--- config.mk ---
export PLATFORM = sky130hd
export DESIGN_NAME = hbridge_gate_seq
export DESIGN_NICKNAME = d
export VERILOG_FILES = /design/src/rtl/hbg_pkg.sv /design/src/rtl/hbg_pattern_dec.sv /design/src/rtl/hbg_dead_timer.sv /design/src/rtl/hbg_gate_stage.sv /design/src/rtl/hbridge_gate_seq.sv
export SDC_FILE = /design/constraint.sdc
export NUM_CORES = 1
export LEC_CHECK = 0
export ABC_AREA = 1
export CORE_AREA = 3 3 40 42
export DETAILED_ROUTE_END_ITERATION = 8
export DIE_AREA = 0 0 43 45
export DONT_BUFFER_PORTS = 1
export HOLD_SLACK_MARGIN = 0.08
export PLACE_DENSITY_LB_ADDON = 0.2
export SLEW_MARGIN = 40
export SYNTH_ARGS = -nofsm -noshare
export SYNTH_HDL_FRONTEND = slang
export SYNTH_SLANG_ARGS = --single-unit
--- constraint.sdc ---
create_clock -name clk -period 1.82 [get_ports clk]
set_clock_uncertainty 0.05 [all_clocks]
set_input_delay 0.364 -clock clk [delete_from_list [all_inputs] [get_ports clk]]
set_output_delay 0.364 -clock clk [all_outputs]
set_load 0.01 [all_outputs]
--- src/rtl/hbg_pkg.sv ---
package hbg_pkg;

  typedef enum logic [1:0] {
    BM_CHARGE = 2'b00,
    BM_SLOW   = 2'b01,
    BM_FAST   = 2'b10,
    BM_SLOW_X = 2'b11
  } bridge_mode_t;

  typedef struct packed {
    bridge_mode_t mode;
    logic         neg;
  } bridge_req_t;

  // gate vector order: {hs_left, hs_right, ls_left, ls_right}
  localparam int GATE_W = 4;
  localparam logic [GATE_W-1:0] GV_OFF   = 4'b0000;
  localparam logic [GATE_W-1:0] GV_DIAG  = 4'b1001;
  localparam logic [GATE_W-1:0] GV_ANTI  = 4'b0110;
  localparam logic [GATE_W-1:0] GV_LOWS  = 4'b0011;

endpackage

--- src/rtl/hbg_pattern_dec.sv ---
module hbg_pattern_dec
  import hbg_pkg::*;
(
  input  bridge_req_t              req,
  output logic [GATE_W-1:0]        gates
);

  always_comb begin
    unique case (req.mode)
      BM_CHARGE: gates = req.neg ? GV_ANTI : GV_DIAG;
      BM_FAST:   gates = req.neg ? GV_DIAG : GV_ANTI;
      default:   gates = GV_LOWS;
    endcase
  end

endmodule

--- src/rtl/hbg_dead_timer.sv ---
module hbg_dead_timer
  import hbg_pkg::*;
#(
  parameter int DEAD_CYC = 30
) (
  input  logic        clk,
  input  logic        rst,
  input  bridge_req_t req,
  output bridge_req_t act,
  output logic        settled
);

  localparam int CNT_W = (DEAD_CYC > 1) ? $clog2(DEAD_CYC) : 1;
  localparam logic [CNT_W-1:0] LOAD = CNT_W'(DEAD_CYC - 1);

  logic [CNT_W-1:0] cnt;
  logic             act_vld;
  logic             changed;

  assign changed = !act_vld || (req != act);
  assign settled = !changed && (cnt == '0);

  always_ff @(posedge clk) begin
    if (rst) begin
      act     <= '{mode: BM_SLOW, neg: 1'b0};
      act_vld <= 1'b0;
      cnt     <= LOAD;
    end else if (changed) begin
      act     <= req;
      act_vld <= 1'b1;
      cnt     <= LOAD;
    end else if (cnt != '0) begin
      cnt <= cnt - 1'b1;
    end
  end

  // a fresh request is never reported settled on the following cycle when more than one off cycle is due
  generate
    if (DEAD_CYC > 1) begin : g_hold_chk
      assert_change_holds_off_R6: assert property (@(posedge clk) disable iff (rst)
        (act_vld && (req != act)) |=> !settled);
    end
  endgenerate

endmodule

--- src/rtl/hbg_gate_stage.sv ---
module hbg_gate_stage
  import hbg_pkg::*;
(
  input  logic              clk,
  input  logic              rst,
  input  logic              settled,
  input  logic [GATE_W-1:0] pattern,
  input  logic              out_en,
  input  logic              fault,
  output logic [GATE_W-1:0] gates_q,
  output logic              prot_n
);

  localparam int LEGS = 2;

  always_ff @(posedge clk) begin
    if (rst) begin
      gates_q <= GV_OFF;
      prot_n  <= 1'b1;
    end else begin
      gates_q <= (settled && out_en && !fault) ? pattern : GV_OFF;
      prot_n  <= !fault;
    end
  end

  // leg g: high side at bit 3-g, low side at bit 1-g
  generate
    for (genvar g = 0; g < LEGS; g++) begin : g_leg
      assert_no_shoot_R9: assert property (@(posedge clk) disable iff (rst)
        !(gates_q[3-g] && gates_q[1-g]));
    end
  endgenerate

  assert_pattern_via_off_R4: assert property (@(posedge clk) disable iff (rst)
    (gates_q != GV_OFF) |=> ((gates_q == GV_OFF) || $stable(gates_q)));

  assert_enable_off_R7: assert property (@(posedge clk) disable iff (rst)
    !out_en |=> (gates_q == GV_OFF));

  assert_fault_off_R8: assert property (@(posedge clk) disable iff (rst)
    fault |=> ((gates_q == GV_OFF) && !prot_n));

  assert_protect_clear_R8: assert property (@(posedge clk) disable iff (rst)
    !fault |=> prot_n);

endmodule

--- src/rtl/hbridge_gate_seq.sv ---
module hbridge_gate_seq
  import hbg_pkg::*;
#(
  parameter int DEAD_CYC = 30
) (
  input  logic       clk,
  input  logic       rst,
  input  logic [1:0] mode_req,
  input  logic       pol_neg,
  input  logic       out_en,
  input  logic       fault,
  output logic       hs_left,
  output logic       hs_right,
  output logic       ls_left,
  output logic       ls_right,
  output logic       prot_n
);

  bridge_req_t       req;
  bridge_req_t       act;
  logic              settled;
  logic [GATE_W-1:0] pattern;
  logic [GATE_W-1:0] gates_q;

  assign req = '{mode: bridge_mode_t'(mode_req), neg: pol_neg};

  hbg_dead_timer #(.DEAD_CYC(DEAD_CYC)) u_timer (
    .clk     (clk),
    .rst     (rst),
    .req     (req),
    .act     (act),
    .settled (settled)
  );

  hbg_pattern_dec u_dec (
    .req   (act),
    .gates (pattern)
  );

  hbg_gate_stage u_stage (
    .clk     (clk),
    .rst     (rst),
    .settled (settled),
    .pattern (pattern),
    .out_en  (out_en),
    .fault   (fault),
    .gates_q (gates_q),
    .prot_n  (prot_n)
  );

  assign {hs_left, hs_right, ls_left, ls_right} = gates_q;

endmodule

==> results of run 1 <==
==> registers in the layout, summed over array words and instances (netlist names) <==
signal	cells
u_timer.act	3
u_stage.gates_q	4
u_timer.act_vld	1
u_timer.cnt	5
u_stage.prot_n	1
==> worst min-delay path by stage <==
stage / startpoint / endpoint / slack, ps
2_1_floorplan: fault / u_stage.prot_n / 380
3_3_place_gp: rst / u_timer.act[0] / 390
3_5_place_dp: rst / u_timer.act[0] / 390
4_1_cts: rst / u_timer.act[0] / 100
5_1_grt: rst / u_timer.act[0] / 90
6_report: rst / u_timer.act[0] / 100
==> cells by family (layout without fill, tap and decap cells) <==
logic type / count (synthesis) / after routing / synth area share
buffers and inverters: 12 / 15 / 0.0723
AOI/OAI and AO/OA: 7 / 7 / 0.0602
DFF: 14 / 14 / 0.450
and+or+nand+nor: 44 / 44 / 0.378
adders and majority gates: 2 / 2 / 0.0402
==> report_power, final <==
part	internal [uW]	switching (uW)	total [uW]
Clock	76.5	86.8	163
Sequential	313	4.73	317
Combinational	11.7	21.9	33.5
==> per-stage QoR <==
step | hold slack (ps) | std cells | utilization
3_3_place_gp | 387 | 94 | 0.500
6_report | 103 | 97 | 0.517
3_5_place_dp | 391 | 94 | 0.500
4_1_cts | 97.3 | 97 | 0.517
2_1_floorplan | 383 | 79 | -
5_1_grt | 92.8 | 97 | 0.517
==> routing by layer <==
layer | part of all wire | up-vias | GRT usage | wire, um
li1 | - | 254 | - | -
met1 | 0.51 | 203 | 0.139 | 497
met2 | 0.43 | 11 | 0.174 | 417
met3 | 0.056 | 2 | 0.0478 | 55
met4 | 0.010 | 0 | 0.0542 | 10
met5 | 0 | - | 0 | 0
==> layout by cell type, fill, tap and decap left out, drive strengths merged <==
| master | Yosys | routed |
|---|---|---|
| nand4 | 1 | 1 |
| inv | 12 | 12 |
| nor2 | 14 | 14 |
| ha | 2 | 2 |
| nor3b | 1 | 1 |
| or2 | 1 | 1 |
| nand2 | 20 | 20 |
| clkbuf | 0 | 3 |
| a21oi | 3 | 3 |
| nand3 | 7 | 7 |
| dfxtp | 14 | 14 |
| o31ai | 1 | 1 |
| o21ai | 3 | 3 |
==> final cells by class <==
type | count | area (um^2)
fill | 128 | 621
multi-input combinational | 53 | 298
sequential | 14 | 280
inverter | 12 | 45.0
clock buffer | 3 | 22.5
tap | 15 | 18.8
==> critical path, stage by stage, from the launching register on <==
cell,delay [ps]
dfxtp_1,320
inv_1,120
ha_1,200
nor3b_1,310
nand2_1,90
nand2_1,70
o21ai_1,50
==> impl_metrics.py, run 1 <==
metrics = {
    "placement": {
        "postPlaceCellArea_um2": 642,
        "dp_slack_ps": 523,
        "gp_congestion": 0.829,
        "port-buffer-count": 0,
    },
    "worst_hold_path": {
        "whs_path_depth": 1,
        "hold_path.class": "in -> reg",
    },
    "grt": {
        "gr-usage-all-layers": 0.114,
        "antenna_found_initial": 0,
        "grt_pass1_wl_mm": 1.57,
        "grt_pass1_vias": 386,
        "grt.overflow.total": 0,
        "grt_max_degree": 8,
    },
    "sta": {
        "period_minus_slack_ps": 1320,
        "hold_violations": 0,
        "max_freq_mhz": 757,
        "finalSetupViolations": 0,
        "rsz0062_at_grt": "false",
        "period_share": 0.725,
        "setup_tns_ps": 0,
        "worstMarginPinSlew_ps": 314,
        "maxSlewHeadroom": 0.790,
        "slew_viol_final": 0,
        "worst_slack_ps": 500,
    },
    "die": {
        "rows": 13,
        "die_h_um": 45,
        "initial_utilization": 0.485,
        "core_um2": 1280,
        "die_area_um2": 1940,
        "ioPinCount": 12,
        "dieWidth_um": 43,
    },
    "detailed_routing": {
        "wl_per_cell_um": 10.1,
        "vias": 470,
        "drt_iter0_drc": 6,
        "dr.pass1.iters": 2,
        "via_per_inst": 4.85,
        "wl_um": 981,
        "detail-route-antenna-nets": 0,
        "drcViolationCount": 0,
    },
    "logic_synthesis": {
        "async_reset_ff_frac": 0,
        "synth_area_um2": 623,
        "ys_seq_area_frac": 0.450,
        "syn-instance-count": 79,
        "synth.top_cells.by_area": "dfxtp_1, nand2_1, nor2_4",
        "ys_ff_latch": 14,
        "synth_top_flop_cell": "dfxtp_1",
        "ys_types": 19,
        "synth_top_area_frac": 0.450,
        "syn_nets": 88,
        "yosys.area.top_type": "dfxtp_1",
        "synth.most_common_cell": "nand2_1",
        "postSynthAreaPerCell_um2": 7.89,
        "ys_warn_count": 0,
        "synth_edf_count": 0,
        "synth_common_cells": "nand2_1, dfxtp_1, inv_1, nor2_1, nand3_1",
    },
    "worst_setup_path": {
        "cp_data_required_time_ps": 1930,
        "cp-end-kind": "flop",
        "criticalPathCategory": "reg -> reg",
        "reg2reg_depth": 6,
        "rr_endpoint": "u_timer.cnt[4]",
        "endpoint": "u_timer.cnt[4]",
        "r2r_slack_ps": 500,
        "critPathMaxFanout": 4,
        "r2r_start": "u_timer.cnt[0]",
        "worstPathArrival_ps": 1430,
        "worstSetupStartpoint": "u_timer.cnt[0]",
        "crit_path_start_kind": "flop",
    },
    "cells_and_area": {
        "n_antenna_cell": 0,
        "num-nets-final": 93,
        "drive_gt1_frac": 0.195,
        "area_growth_pct": 6.63,
        "fin_area_um2": 664,
    },
    "clock_tree": {
        "clk_path_buf_depth": 2,
        "clock_tree.root_cell": "clkbuf_4",
        "holdBufCountCts": 0,
        "cts.sinks": 14,
        "cts_tree": "yes",
        "h-tree-depth": 1,
        "clk_latency_ps": 270,
        "numCtsBuffers": 3,
        "cts_resized": 0,
        "cts_setup_buffers": 0,
        "clkTransAtPathRegs_ps": 70,
    },
    "power_and_ir_drop": {
        "p_per_area_nw_per_um2": 774,
        "ir_drop_mv": 0.393,
        "cellLeakagePower_uw": 0.000295,
        "power_uw": 514,
    },
    "job": {
        "maxCapViolations": 0,
    },
    "run_status": {
        "status": "complete, no violations",
    },
}
Power figures use the tool's default switching activity.
==> run 2: changes to the inputs <==
clock period = 1.2 ns   (was 1.82 ns; I/O delays follow)
==> impl_metrics.py, run 2 (same netlist as run 1, synthesis figures left out) <==
metrics = {
    "run_status": {
        "status": "complete, no violations",
    },
    "power_and_ir_drop": {
        "ir_drop_mv": 0.662,
        "p_per_area_nw_per_um2": 1080,
        "cellLeakagePower_uw": 0.000366,
    },
    "grt": {
        "grt_pass1_vias": 480,
        "grt.overflow.total": 0,
        "gr-usage-all-layers": 0.139,
        "antenna_found_initial": 0,
        "grt_max_degree": 9,
        "grt_pass1_wl_mm": 1.96,
    },
    "worst_setup_path": {
        "critPathMaxFanout": 4,
        "r2r_start": "u_timer.act[0]",
        "r2r_slack_ps": 4,
        "worst_path_max_delay_cell": "dfxtp_1",
        "worstSetupStartpoint": "u_timer.act[0]",
        "criticalPathCategory": "reg -> reg",
        "cp_data_required_time_ps": 1320,
        "crit_chain": "inv_1 > nand2_1 > nand2_1 > nor2_4 > nand2_2 > nor2_4 > nand3_1",
        "cp-end-kind": "flop",
        "crit_path_max_incr_delay_ps": 380,
        "rr_endpoint": "u_timer.cnt[0]",
        "crit_path_start_kind": "flop",
        "reg2reg_depth": 7,
        "endpoint": "u_timer.cnt[0]",
        "worstPathArrival_ps": 1320,
    },
    "die": {
        "rows": 13,
        "dieWidth_um": 43,
        "ioPinCount": 12,
        "initial_utilization": 0.485,
        "die_h_um": 45,
        "core_um2": 1280,
        "die_area_um2": 1940,
    },
    "clock_tree": {
        "clk_path_buf_depth": 2,
        "h-tree-depth": 1,
        "numCtsBuffers": 3,
        "clk_latency_ps": 280,
        "clock_tree.root_cell": "clkbuf_4",
        "clkTransAtPathRegs_ps": 90,
        "cts.sinks": 14,
        "cts_tree": "yes",
    },
    "sta": {
        "max_freq_mhz": 836,
        "hold_violations": 0,
        "worstMarginPinSlew_ps": 258,
        "period_minus_slack_ps": 1200,
        "worst_hold_slack_ps": 184,
        "setup_tns_ps": 0,
        "slew_viol_final": 0,
        "period_share": 0.996,
        "rsz0062_at_grt": "true",
        "finalSetupViolations": 0,
        "maxSlewHeadroom": 0.827,
    },
    "worst_hold_path": {
        "hold_path.class": "in -> reg",
    },
    "cells_and_area": {
        "num-nets-final": 105,
        "layout_commonest_cell": "nand2_1",
        "n_antenna_cell": 0,
        "largestRegisters": "u_timer.cnt x5, u_stage.gates_q x4, u_timer.act x3",
        "drive_gt1_frac": 0.379,
        "largest_reg_flops": 5,
        "most-common-layout-cells": "nand2_1, dfxtp_1, nor2_1",
        "area_growth_pct": 34.9,
        "nFillCells": 97,
        "top_register": "u_timer.cnt",
    },
    "detailed_routing": {
        "drcViolationCount": 0,
        "met2_length_um": 572,
        "drt_iter0_drc": 4,
        "met3_length_um": 45,
        "detail-route-antenna-nets": 0,
        "via_per_inst": 4.75,
        "top_layer_used": "met4",
        "dr.pass1.iters": 4,
        "wl_per_cell_um": 11.0,
        "vias": 522,
        "wl_met1_um": 569,
        "wl_mm": 1.21,
    },
    "placement": {
        "port-buffer-count": 0,
        "gp_congestion": 0.805,
        "dp_hpwl_um": 827,
    },
    "job": {
        "maxCapViolations": 0,
    },
}
[run 2: cell types whose count changed in the layout (fill, tap and decap cells not counted), sizes merged]
cell         before  now
buf               0    7
dlygate4sd3       0    5
clkbuf            3    4
[run 2: what timing repair did]
action                                 CTS  global route
endpoints found under the hold margin    9             0
setup endpoints to repair                6             9
hold buffers                             5             0
gates resized for setup                 11             8
pin swaps                                1             2
setup buffers                            1             0
[run 2: how the worst min path moves through the flow]
| stage | startpoint | end | slack [ps] | cells after the start |
|---|---|---|---|---|
| after floorplan | fault | u_stage.prot_n | 260 | 1 |
| after global placement | rst | u_timer.act[0] | 260 | 1 |
| after detailed placement | rst | u_timer.act[0] | 270 | 1 |
| after CTS | out_en | u_stage.gates_q[0] | 180 | 4 |
| after global routing | out_en | u_stage.gates_q[0] | 210 | 4 |
| final | out_en | u_stage.gates_q[0] | 180 | 4 |
[run 2: area by class of cell]
type | count | area [um^2] | share of cell area
multi-input combinational | 53 | 345 | 0.411
tap | 15 | 18.8 | 0.0223
sequential | 14 | 284 | 0.338
inverter | 12 | 50.0 | 0.0595
clock buffer | 4 | 36.3 | 0.0432
timing repair buffer | 12 | 106 | 0.126
[run 2: per-layer routing]
layer  global-route usage  vias to the layer above
met5                    0                        -
met4               0.0904                        0
met3               0.0239                        2
met2                0.216                       10
met1                0.178                      233
li1                     -                      277
[run 2: power by group]
part / total [uW] / switching [uW] / leakage, uW / internal [uW]
sequential: 483 / 8.15 / 0.000114 / 475
clock: 344 / 160 / 0.0000210 / 185
combinational: 78.8 / 45.1 / 0.000230 / 33.7
total: 906 / 213 / 0.000366 / 693
[run 2: metrics by stage]
step,utilization,setup WS [ps],instance area (um^2),cells,power [uW]
floorplan,-,29.6,623,79,535
detailed placement,0.535,-53.7,687,100,546
CTS,0.636,-25.0,817,110,918
finish,0.654,4.38,841,110,906
global placement,0.535,-40.2,687,100,545
global route,0.654,-90.4,841,110,940
[run 2: worst max-delay path, delay by kind of cell, from the launching register on]
kind,cells,cell delay [ps]
buf+inv,1,70
simple gates,6,590
flops,1,380
